$ cat config.mk
export PLATFORM = sky130hd
export DESIGN_NAME = stby_ctrl
export DESIGN_NICKNAME = d
export VERILOG_FILES = /design/src/rtl/stby_pkg.sv /design/src/rtl/stby_wake_detect.sv /design/src/rtl/stby_settle_timer.sv /design/src/rtl/stby_ctrl.sv
export SDC_FILE = /design/constraint.sdc
export NUM_CORES = 1
export LEC_CHECK = 0
export ABC_AREA = 0
export ABC_CLOCK_PERIOD_IN_PS = 2000
export BUFFER_PORTS_ARGS = -buffer_cell sky130_fd_sc_hd__buf_4
export CORE_AREA = 2 2 101 103
export DETAILED_ROUTE_END_ITERATION = 6
export DIE_AREA = 0 0 103 105
export GPL_TIMING_DRIVEN = 0
export HOLD_SLACK_MARGIN = 0.08
export PLACE_DENSITY = 0.43
export SKIP_LAST_GASP = 1
export SLEW_MARGIN = 20
export SYNTH_ARGS = -nofsm -noshare
export SYNTH_HDL_FRONTEND = slang
export SYNTH_SLANG_ARGS = --single-unit
$ cat constraint.sdc
create_clock -name clk -period 2 [get_ports clk]
set_input_delay 0.4 -clock clk [delete_from_list [all_inputs] [get_ports clk]]
set_output_delay 0.4 -clock clk [all_outputs]
set_load 0.005 [all_outputs]
$ cat src/rtl/stby_pkg.sv
package stby_pkg;

    typedef enum logic [2:0] {
        ST_RUN     = 3'd0,
        ST_STBY    = 3'd1,
        ST_SETTLE  = 3'd2,
        ST_RSTHOLD = 3'd3,
        ST_HWSTBY  = 3'd4
    } pm_state_e;

    typedef struct packed {
        pm_state_e st;
        logic      reinit;
        logic      wake;
        logic      wake_nmi;
        logic      rst_go;
    } fsm_regs_t;

endpackage

$ cat src/rtl/stby_wake_detect.sv
module stby_wake_detect #(
    parameter int                 NUM_IRQ    = 8,
    parameter logic [NUM_IRQ-1:0] WAKE_LINES = 8'hC7
) (
    input  logic               clk,
    input  logic               rst_n,
    input  logic               nmi_pin,
    input  logic               nmi_rise_sel,
    input  logic [NUM_IRQ-1:0] irq_req,
    input  logic [NUM_IRQ-1:0] irq_en,
    input  logic               irq_mask,
    output logic               nmi_edge,
    output logic               irq_wake
);

    logic               nmi_d, nmi_q;
    logic [NUM_IRQ-1:0] qual;

    always_comb begin
        nmi_d    = nmi_pin;
        nmi_edge = nmi_rise_sel ? (nmi_pin & ~nmi_q) : (~nmi_pin & nmi_q);
    end

    for (genvar i = 0; i < NUM_IRQ; i++) begin : g_line
        if (WAKE_LINES[i]) begin : g_wake
            assign qual[i] = irq_req[i] & irq_en[i];
        end else begin : g_ignore
            assign qual[i] = 1'b0;
        end
    end

    assign irq_wake = (|qual) & ~irq_mask;

    always_ff @(posedge clk or negedge rst_n) begin
        if (!rst_n) nmi_q <= 1'b0;
        else        nmi_q <= nmi_d;
    end

endmodule

$ cat src/rtl/stby_settle_timer.sv
module stby_settle_timer #(
    parameter int BASE_LOG2 = 13,
    parameter int SEL_W     = 3
) (
    input  logic             clk,
    input  logic             rst_n,
    input  logic             start,
    input  logic             en,
    input  logic [SEL_W-1:0] sel,
    output logic             done
);

    localparam int CNT_W = BASE_LOG2 + (1 << SEL_W);

    logic [CNT_W-1:0] cnt_d, cnt_q, last_v;

    always_comb begin
        last_v = (CNT_W'(1) << (BASE_LOG2 + int'(sel))) - CNT_W'(1);
        if (start)   cnt_d = '0;
        else if (en) cnt_d = cnt_q + CNT_W'(1);
        else         cnt_d = cnt_q;
        done = en && (cnt_q == last_v);
    end

    always_ff @(posedge clk or negedge rst_n) begin
        if (!rst_n) cnt_q <= '0;
        else        cnt_q <= cnt_d;
    end

endmodule

$ cat src/rtl/stby_ctrl.sv
module stby_ctrl
    import stby_pkg::*;
#(
    parameter int BASE_LOG2 = 13,
    parameter int SEL_W     = 3,
    parameter int NUM_IRQ   = 8
) (
    input  logic               clk,
    input  logic               rst_n,
    input  logic               sleep_req,
    input  logic               cfg_stby_en,
    input  logic               cfg_lowspd,
    input  logic               cfg_wdt_src,
    input  logic [SEL_W-1:0]   cfg_settle_sel,
    input  logic               cfg_nmi_rise,
    input  logic [NUM_IRQ-1:0] irq_req,
    input  logic [NUM_IRQ-1:0] irq_en,
    input  logic               irq_mask,
    input  logic               nmi_pin,
    input  logic               res_n,
    input  logic               hwstby_n,
    output logic               osc_en,
    output logic               cpu_clk_en,
    output logic               per_clk_en,
    output logic               per_reinit,
    output logic               wake_req,
    output logic               wake_nmi,
    output logic               reset_go,
    output logic               hw_stby
);

    fsm_regs_t r_d, r_q;
    pm_state_e st_q;
    logic      nmi_edge, irq_wake, settle_start, settle_en, settle_done;
    logic      entry_ok;

    stby_wake_detect #(.NUM_IRQ(NUM_IRQ)) u_wake (
        .clk          (clk),
        .rst_n        (rst_n),
        .nmi_pin      (nmi_pin),
        .nmi_rise_sel (cfg_nmi_rise),
        .irq_req      (irq_req),
        .irq_en       (irq_en),
        .irq_mask     (irq_mask),
        .nmi_edge     (nmi_edge),
        .irq_wake     (irq_wake)
    );

    stby_settle_timer #(.BASE_LOG2(BASE_LOG2), .SEL_W(SEL_W)) u_timer (
        .clk   (clk),
        .rst_n (rst_n),
        .start (settle_start),
        .en    (settle_en),
        .sel   (cfg_settle_sel),
        .done  (settle_done)
    );

    assign st_q      = r_q.st;
    assign settle_en = (r_q.st == ST_SETTLE);
    assign entry_ok  = sleep_req & cfg_stby_en & ~cfg_lowspd & ~cfg_wdt_src;

    always_comb begin
        r_d          = r_q;
        r_d.reinit   = 1'b0;
        r_d.wake     = 1'b0;
        r_d.rst_go   = 1'b0;
        settle_start = 1'b0;
        unique case (r_q.st)
            ST_RUN: begin
                if (!hwstby_n)   r_d.st = ST_HWSTBY;
                else if (!res_n) r_d.st = ST_RSTHOLD;
                else if (entry_ok) begin
                    r_d.st     = ST_STBY;
                    r_d.reinit = 1'b1;
                end
            end
            ST_STBY: begin
                if (!hwstby_n)   r_d.st = ST_HWSTBY;
                else if (!res_n) r_d.st = ST_RSTHOLD;
                else if (nmi_edge) begin
                    r_d.st       = ST_SETTLE;
                    r_d.wake_nmi = 1'b1;
                    settle_start = 1'b1;
                end else if (irq_wake) begin
                    r_d.st       = ST_SETTLE;
                    r_d.wake_nmi = 1'b0;
                    settle_start = 1'b1;
                end
            end
            ST_SETTLE: begin
                if (!hwstby_n)   r_d.st = ST_HWSTBY;
                else if (!res_n) r_d.st = ST_RSTHOLD;
                else if (settle_done) begin
                    r_d.st   = ST_RUN;
                    r_d.wake = 1'b1;
                end
            end
            ST_RSTHOLD: begin
                if (!hwstby_n) r_d.st = ST_HWSTBY;
                else if (res_n) begin
                    r_d.st     = ST_RUN;
                    r_d.rst_go = 1'b1;
                end
            end
            ST_HWSTBY: begin
                if (hwstby_n) r_d.st = ST_RSTHOLD;
            end
            default: r_d.st = ST_RUN;
        endcase
    end

    always_ff @(posedge clk or negedge rst_n) begin
        if (!rst_n) r_q <= '{st: ST_RUN, reinit: 1'b0, wake: 1'b0, wake_nmi: 1'b0, rst_go: 1'b0};
        else        r_q <= r_d;
    end

    always_comb begin
        osc_en     = (r_q.st == ST_RUN) || (r_q.st == ST_SETTLE) || (r_q.st == ST_RSTHOLD);
        cpu_clk_en = (r_q.st == ST_RUN) || (r_q.st == ST_RSTHOLD);
        per_clk_en = cpu_clk_en;
        hw_stby    = (r_q.st == ST_HWSTBY);
        per_reinit = r_q.reinit;
        wake_req   = r_q.wake;
        wake_nmi   = r_q.wake & r_q.wake_nmi;
        reset_go   = r_q.rst_go;
    end

endmodule


---- After elaboration in Yosys (flattened, before gate mapping) ----
Index checks and enable logic that the tools add are counted.
operators by class
  equality and inequality tests ........... 10
  reduce and logical (&&, ||, !) cells .... 10
  bitwise logic cells ..................... 17
  multiplexer cells ....................... 34
  divide/modulo/power cells ............... 0
  add/sub/neg operators ................... 3
  $mul .................................... 0
  order comparisons ....................... 0
  shifts and indexed selects .............. 1
operator list
  kind                                                count
  2-to-1 mux 21 bit                                   2
  2-to-1 mux 3 bit                                    12
  << shifter 1 x 32 -> 21 bit, first input constant   1
  adder 21 x 1 -> 21 bit, second input constant       1
  == test 21 bit                                      1
  subtractor 21 x 2 -> 21 bit, second input constant  1
  2-to-1 mux 1 bit                                    18
  case mux 3 bit (5 select lines)                     1
  bitwise AND 1 bit                                   12
  inequality test 4 bit, second input constant        2
  == test 3 x 2 -> 1 bit, second input constant       2
  adder 4 x 3 -> 5 bit, first input constant          1
  inequality test 5 bit, second input constant        1
  NOT 1 bit                                           5
  AND reduction 5 bit                                 1
  OR reduction 5 bit                                  1
  2-to-1 mux 4 bit                                    1
  AND reduction 4 bit                                 1
  nonzero test 2 bit                                  2
  == test 3 x 1 -> 1 bit, second input constant       1
  == test 3 bit, second input constant                1
  logical NOT 3 bit                                   1
  logical OR 1 bit                                    3
  inequality test 3 bit, second input constant        1
  other kinds (2)                                     2
storage, ports and cells
  RAM bits ................................ 0
  word-level logic and storage cells ...... 82
  input port bits ......................... 30
  memories kept ........................... 0
  register bits ........................... 29
  output and inout bits ................... 8
  memory bits (read-only) ................. 0
  latch bits .............................. 0

---- Longest topological paths before layout ----
Gate-level depths: netlist of run 1.
  depth in word-level cells ............... 9
  depth in mapped cells ................... 18
  depth with buffers taken out ............ 14

---- By module ----
From an unflattened synthesis of run 1, not the netlist that was laid out.
unflattened totals
  cell total of the unflattened synthesis .. 227
  area, all modules ....................... 2005.7 um2
by module, submodules not included
  module             cells each  sequential area each (um2)  area an instance (um2)  instances
  stby_settle_timer  177         525.5                       1515.2                  1
  stby_ctrl          43          175.2                       426.7                   1
  stby_wake_detect   7           25.0                        63.8                    1

---- Worst setup path after synthesis of run 1 ----
Ideal clock, no wire load.
  kind .................................... in2reg
  from .................................... input port cfg_settle_sel[2]
  to ...................................... register r_q (netlist bit st_q[1])
  path buffers ............................ 5
  path slack .............................. -1523 ps
  cell stages on the path ................. 16
  data required time ...................... 1880 ps
  setup time .............................. 120 ps
  data arrival time ....................... 3402 ps
  cell sequence ........................... buf_2 > buf_2 > inv_1 > ha_1 > buf_2 > buf_2 > nand3_1 > ha_1 > clkbuf_1 > and4_1 > o31ai_2 > mux2i_1 > or3_1 > nor4_1 > nand4_1 > a41o_1
on the way
  longest elaborated chain between the ends .. 7
ends and longest elaborated chain
  item                             line                     text
  from (decl)                      stby_ctrl.sv:14          input logic [SEL_W-1:0] cfg_settle_sel,
  adder 4 x 3 -> 5 bit             stby_settle_timer.sv:18  last_v = (CNT_W'(1) << (BASE_LOG2 + int'(sel))) - CNT_W'(1);
  << shifter 1 x 32 -> 21 bit      stby_settle_timer.sv:18
  subtractor 21 x 2 -> 21 bit      stby_settle_timer.sv:18
  == test 21 bit                   stby_settle_timer.sv:22  done = en && (cnt_q == last_v);
  logical AND 1 bit                stby_settle_timer.sv:22
  inequality test 4 bit (no line)  n/a
  AND reduction 5 bit (no line)    n/a
  to (signal assigned)             stby_ctrl.sv:113         if (!rst_n) r_q <= '{st: ST_RUN, reinit: 1'b0, wake: 1'b0, wake_nmi: 1'b0, rst_go: 1'b0};
  to (signal assigned)             stby_ctrl.sv:114         else r_q <= r_d;
  to (decl)                        stby_ctrl.sv:32          fsm_regs_t r_d, r_q;
No other way between the ends.
A chain may end at the register's enable or synchronous reset.

---- Final worst setup path of run 1 ----
  from .................................... input port cfg_settle_sel[1]
  to ...................................... register r_q (netlist bit st_q[1])
The elaborated chain is that of the path after synthesis.

==> flow_summary.ini, run 1 <==
[outcome]
status = finished, violations left
violations = setup timing

[detailed_routing]
wl_met1_um = 3370
wl_per_cell_um = 14.7
first_iter_violations = 111
drt_first_pass_iters = 4
drc_errors = 0
vias = 2391
wl_met3_um = 211
dr_wl_met2_um = 3340
drt_wl_total_um = 7120
post_drt_via_cell_ratio = 4.93
maxUsedRoutingLayer = met4
ant_nets = 0

[timing]
tightest_slew_ns = 0.514
setup_ws_ns = -0.935
fmax_mhz = 341
setup_viol = 5
slew_headroom_pct = 64.8
period_needed_ns = 2.94
finalHoldViolations = 0
slew_violations = 0
period_share_pct = 147
fin_skew_ns = 0.00605
setup_tns_ns = -1.91
rsz0062_at_grt = true

[clock_network]
clkLatencyLatePin_ns = 0.28
clkSinkCount = 29
cts_tree = yes
cts_root_buf = clkbuf_8
path_clk_slew_ns = 0.06
htree_levels = 2
cts_made_buffers = 5
clk_path_buf_depth = 2

[setup_path]
cp-start-kind = primary input
arrival_ns = 3.10
cp_slowest_stage_delay_ns = 0.53
worst-path-max-fanout = 4
path_delay_family = simple AND/OR/NAND/NOR gates
required_ns = 2.17
crit_buf_inv = 6
crit_path_cell_trace = buf_8 > buf_12 > and2_4 > inv_4 > ha_4 > buf_6 > buf_8 > nand3_4 > ha_4 > buf_6 > xor2_2 > xnor2_1 > or4_4 > nor4_4 > nand4_1 > a41o_1
path_class = primary input to register
slowest_stage = or4_4
endpoint_kind = register

[logic_synthesis]
synth_fp_nets = 328
async_reset_ff_share_pct = 100
synth_top_area_share_pct = 30.6
synth_cell_type_count = 62
synth_edf_count = 0
synth-seq-cells = 29
yosys_warnings = 0
synth-seq-area-share_pct = 30.6
synthCells = 295
avgSynthCellArea_um2 = 8.03
dominantRegCellSynth = dfrtp_1
syn_area_um2 = 2370
synthTopCellsByArea = dfrtp_1 (31%), xnor2_1 (5.2%), nor2_1 (5.1%)
synth_common_cells = nor2_1 (32), dfrtp_1 (29), a21oi_1 (18), nand2_1 (18), xnor2_1 (14)
synth.most_common_cell = nor2_1
yosys.area.top_type = dfrtp_1

[die]
fp.dieW_um = 103
die_h_um = 105
core_um2 = 9640
die_area_um2 = 10800
start_util_pct = 24.6
io_pins = 38
core.rowCount = 36

[place]
place_ws_ns = -1.58
place_congestion = 0.877
dp.final_hpwl_um = 5120
port_buffers = 29
placed_cell_area_um2 = 2900

[final_layout]
syn_to_final_growth_pct = 38.4
fillCellCount = 1051
final_area_um2 = 3280
antenna_cells = 0
seq_area_um2 = 727
drive_above_1_share_pct = 28.7
finish.net_count = 384
multi_input_area_um2 = 1650

[grt]
grt_util_all_layers_pct = 13.9
grt_max_degree = 30
antenna_found_initial = 0
grt_pass1_wl_um = 12000
grt_pass1_vias = 2398
overflow = 0

[run]
maxCapViolations = 0

[power_and_ir_drop]
max-vdd-ir-drop_v = 0.000272
finalPower_mw = 2.45
power_leakage_nw = 1.35
powerDensity_nw_per_um2 = 748

[min_path]
min_path_type = primary input to register
## sequential cells by signal, summed over array words and instances, names as in the netlist
signal,flops
st_q,3
wake_req,1
reset_go,1
r_q,1
u_wake.nmi_q,1
u_timer.cnt_q,21
per_reinit,1
## cells by family (layout without fill, tap and decap cells)
group | after synthesis | count (layout) | share of synthesized area, %
fa+ha+maj | 3 | 3 | 1.58
xor+xnor | 25 | 25 | 9.24
compound gates | 73 | 73 | 21.0
buf+inv | 33 | 90 | 6.34
simple gates | 129 | 129 | 29.9
mux | 3 | 3 | 1.32
flops | 29 | 29 | 30.6
## placed cells by master, fill, tap and decap left out, types with 6 or more instances in the layout
cell type  instances
buf_4             50
nor2_1            32
dfrtp_1           28
a21oi_1           18
nand2_1           17
xnor2_1           14
nand3_1           12
o21ai_0           12
xor2_1            10
inv_1              9
nand4_1            9
or3_1              8
nand2b_1           6
clkbuf_8           6
## repair_timing
item | in CTS | in global routing
endpoints found under the setup margin | 15 | 21
setup buffers | 20 | 2
gates resized for setup | 12 | 16
cloned | 0 | 0
pin swaps | 13 | 11
hold buffers | 1 | 0
endpoints found under the hold margin | 29 | 0
## worst reg2reg max path, stage by stage, from the launching register on
cell and delay [ns]:
dfrtp_1 0.32, clkbuf_1 0.38, or2b_1 0.17, a211oi_1 0.06, or4_4 0.51, nor4_4 0.26, nand4_1 0.21, a41o_1 0.23
## path summary, 6_finish.rpt
check	from	end	slack (ns)	cells past startpoint
max in group asynchronous	rst_n	u_timer.cnt_q[11]$_DFFE_PN0P_	1.10	2
setup / recovery	cfg_settle_sel[1]	st_q[1]$_DFFE_PN0P_	-0.94	16
min in group asynchronous	rst_n	per_reinit$_DFF_PN0_	0.58	2
hold / removal	nmi_pin	u_wake.nmi_q$_DFF_PN0_	0.24	1
setup reg to reg	u_timer.cnt_q[13]$_DFFE_PN0P_	st_q[1]$_DFFE_PN0P_	-0.23	7
hold reg to reg	r_q[1]$_DFFE_PN0P_	r_q[1]$_DFFE_PN0P_	0.53	2
## per-layer routing
metal | track usage [%] | up-vias
li1 | - | 1190
met1 | 19.2 | 1137
met2 | 21.6 | 50
met3 | 2.07 | 14
met4 | 5.17 | 0
met5 | 0 | -
## where the power goes
group | switching (mW) | total (mW) | internal (mW)
Clock | 0.221 | 0.627 | 0.406
Combinational | 0.442 | 0.896 | 0.454
Sequential | 0.206 | 0.928 | 0.722
Total | 0.869 | 2.45 | 1.58
## metrics by stage
stage               hold slack (ns)  instances  utilization [%]
detailed placement            0.361        457             30.0
global route                  0.233        485             34.0
finish                        0.243        485             34.0
floorplan                     0.104        295                -
CTS                           0.230        483             33.2
global placement              0.363        457             30.0
## final cells by class
cell class                 count  area share (%)
clock inverter                 1           0.916
clock buffer                   7            2.63
buffer                        18            4.50
sequential                    29            22.2
multi-input combinational    233            50.3
timing repair buffer          52            12.9
tap                          133            5.08
inverter                      12            1.45
Note: power is estimated with default switching activity, not from simulation.
==> inputs of run 2 (changes only) <==
ABC_CLOCK_PERIOD_IN_PS = 3800   (was 2000)
PLACE_DENSITY = 0.42   (was 0.43)
clock period = 3.8 ns   (was 2 ns; I/O delays follow)
==> flow_summary.ini, run 2 (synthesized netlist as in run 1, its figures left out) <==
[outcome]
status = completed

[timing]
slew_violations = 0
setup_ws_ns = 0.224
fmax_mhz = 280
slew_headroom_pct = 53.9
period_share_pct = 94.1
period_needed_ns = 3.58
finalHoldViolations = 0
rsz0062_at_grt = false
fin_skew_ns = 0.0120
tightest_slew_ns = 0.689
setup_viol = 0

[detailed_routing]
first_iter_violations = 128
post_drt_via_cell_ratio = 5.03
drt_wl_total_um = 6680
drc_errors = 0
wl_per_cell_um = 14.5
drt_first_pass_iters = 4
vias = 2324
ant_nets = 0

[setup_path]
crit_buf_inv = 3
r2r_start = st_q[2]$_DFFE_PN0P_
worst-path-max-fanout = 10
worst-path-stages = 15
crit_path_cell_trace = buf_4 > buf_6 > and2_4 > inv_2 > ha_4 > nor2b_4 > nand2_1 > ha_4 > and4_1 > o31ai_2 > mux2i_1 > or3_1 > nor4_2 > nand4_1 > a41o_1
endpoint = st_q[1]$_DFFE_PN0P_
crit_path_start = cfg_settle_sel[0]
arrival_ns = 3.76
endpoint_kind = register
slowest_stage = or3_1
reg2reg_depth = 8
r2r_end = u_timer.cnt_q[18]$_DFFE_PN0P_
cpMostUsedCell = ha_4
reg2reg_slack_ns = 1.43
path_delay_family = simple AND/OR/NAND/NOR gates
path_class = primary input to register
required_ns = 3.98
cp-start-kind = primary input
cp_slowest_stage_delay_ns = 0.41

[clock_network]
htree_levels = 2
cts_tree = yes
clkSinkCount = 29
cts_root_buf = clkbuf_8
ctsHoldBuffers = 0
path_clk_slew_ns = 0.07
clkLatencyLatePin_ns = 0.29
cts_made_buffers = 5
clk_path_buf_depth = 2

[min_path]
min_path_type = primary input to async pin

[final_layout]
stdcell_count = 462
antenna_cells = 0
largest-register = u_timer.cnt_q
most-common-layout-cells = nor2_1 (32), buf_4 (32), dfrtp_1 (29)
largest_reg_flops = 21
finish.net_count = 361
multi_input_area_um2 = 1540
seq_area_um2 = 726
fillCellCount = 1062
final_util_pct = 30.1
drive_above_1_share_pct = 18.8
syn_to_final_growth_pct = 22.5

[place]
dp.final_hpwl_um = 4980
place_congestion = 0.872
port_buffers = 29
place_ws_ns = -0.754
place_inst = 457

[power_and_ir_drop]
power_leakage_nw = 1.16
finalPower_mw = 1.15
max-vdd-ir-drop_v = 0.000192
powerDensity_nw_per_um2 = 398

[grt]
grt_max_degree = 30
grt_pass1_wl_um = 11400
antenna_found_initial = 0
grt_pass1_vias = 2284
grt_util_all_layers_pct = 13.2
overflow = 0

[die]
core_um2 = 9640
die_h_um = 105
core.rowCount = 36
fp.dieW_um = 103
io_pins = 38
start_util_pct = 24.6
die_area_um2 = 10800

[run]
maxCapViolations = 0
run 2: power by group:
part           switching [mW]  internal, mW  leakage, nW  total, mW
Clock                   0.131         0.126       0.0439      0.257
Combinational           0.209         0.204        0.737      0.413
Sequential              0.103         0.380        0.379      0.483
run 2: cell type report:
class | count | area share [%]
Buffer | 17 | 3.75
Clock buffer | 5 | 2.37
Clock inverter | 3 | 0.604
Inverter | 12 | 1.55
Multi-Input combinational cell | 233 | 53.2
Sequential cell | 29 | 25.0
Tap cell | 133 | 5.74
Timing Repair Buffer | 30 | 7.77
run 2: repair_timing:
action	CTS	global route
pin swaps	1	1
setup endpoints to repair	2	2
gates resized for setup	8	7
setup buffers	1	0
run 2: through the flow:
stage	setup TNS (ns)	hold slack, ns	area, um2
3_5_place_dp	-1.33	0.517	2760
4_1_cts	0	0.423	2880
6_report	0	0.406	2900
3_3_place_gp	-1.40	0.511	2760
2_1_floorplan	0	0.464	2380
5_1_grt	0	0.433	2900
run 2: worst min-delay path by stage:
stage,start,to,slack (ns),cells after the start
6_report,rst_n,u_timer.cnt_q[9]$_DFFE_PN0P_,0.41,1
3_3_place_gp,r_q[1]$_DFFE_PN0P_,r_q[1]$_DFFE_PN0P_,0.51,2
4_1_cts,rst_n,wake_req$_DFF_PN0_,0.42,1
5_1_grt,rst_n,u_timer.cnt_q[16]$_DFFE_PN0P_,0.43,1
3_5_place_dp,r_q[1]$_DFFE_PN0P_,r_q[1]$_DFFE_PN0P_,0.52,2
2_1_floorplan,rst_n,per_reinit$_DFF_PN0_,0.46,0
run 2: per-layer routing:
metal | wire [um] | global-route usage [%]
met2 | 3060 | 20.9
met4 | 90 | 3.67
met1 | 3180 | 18.2
met5 | 0 | 0
met3 | 354 | 2.27
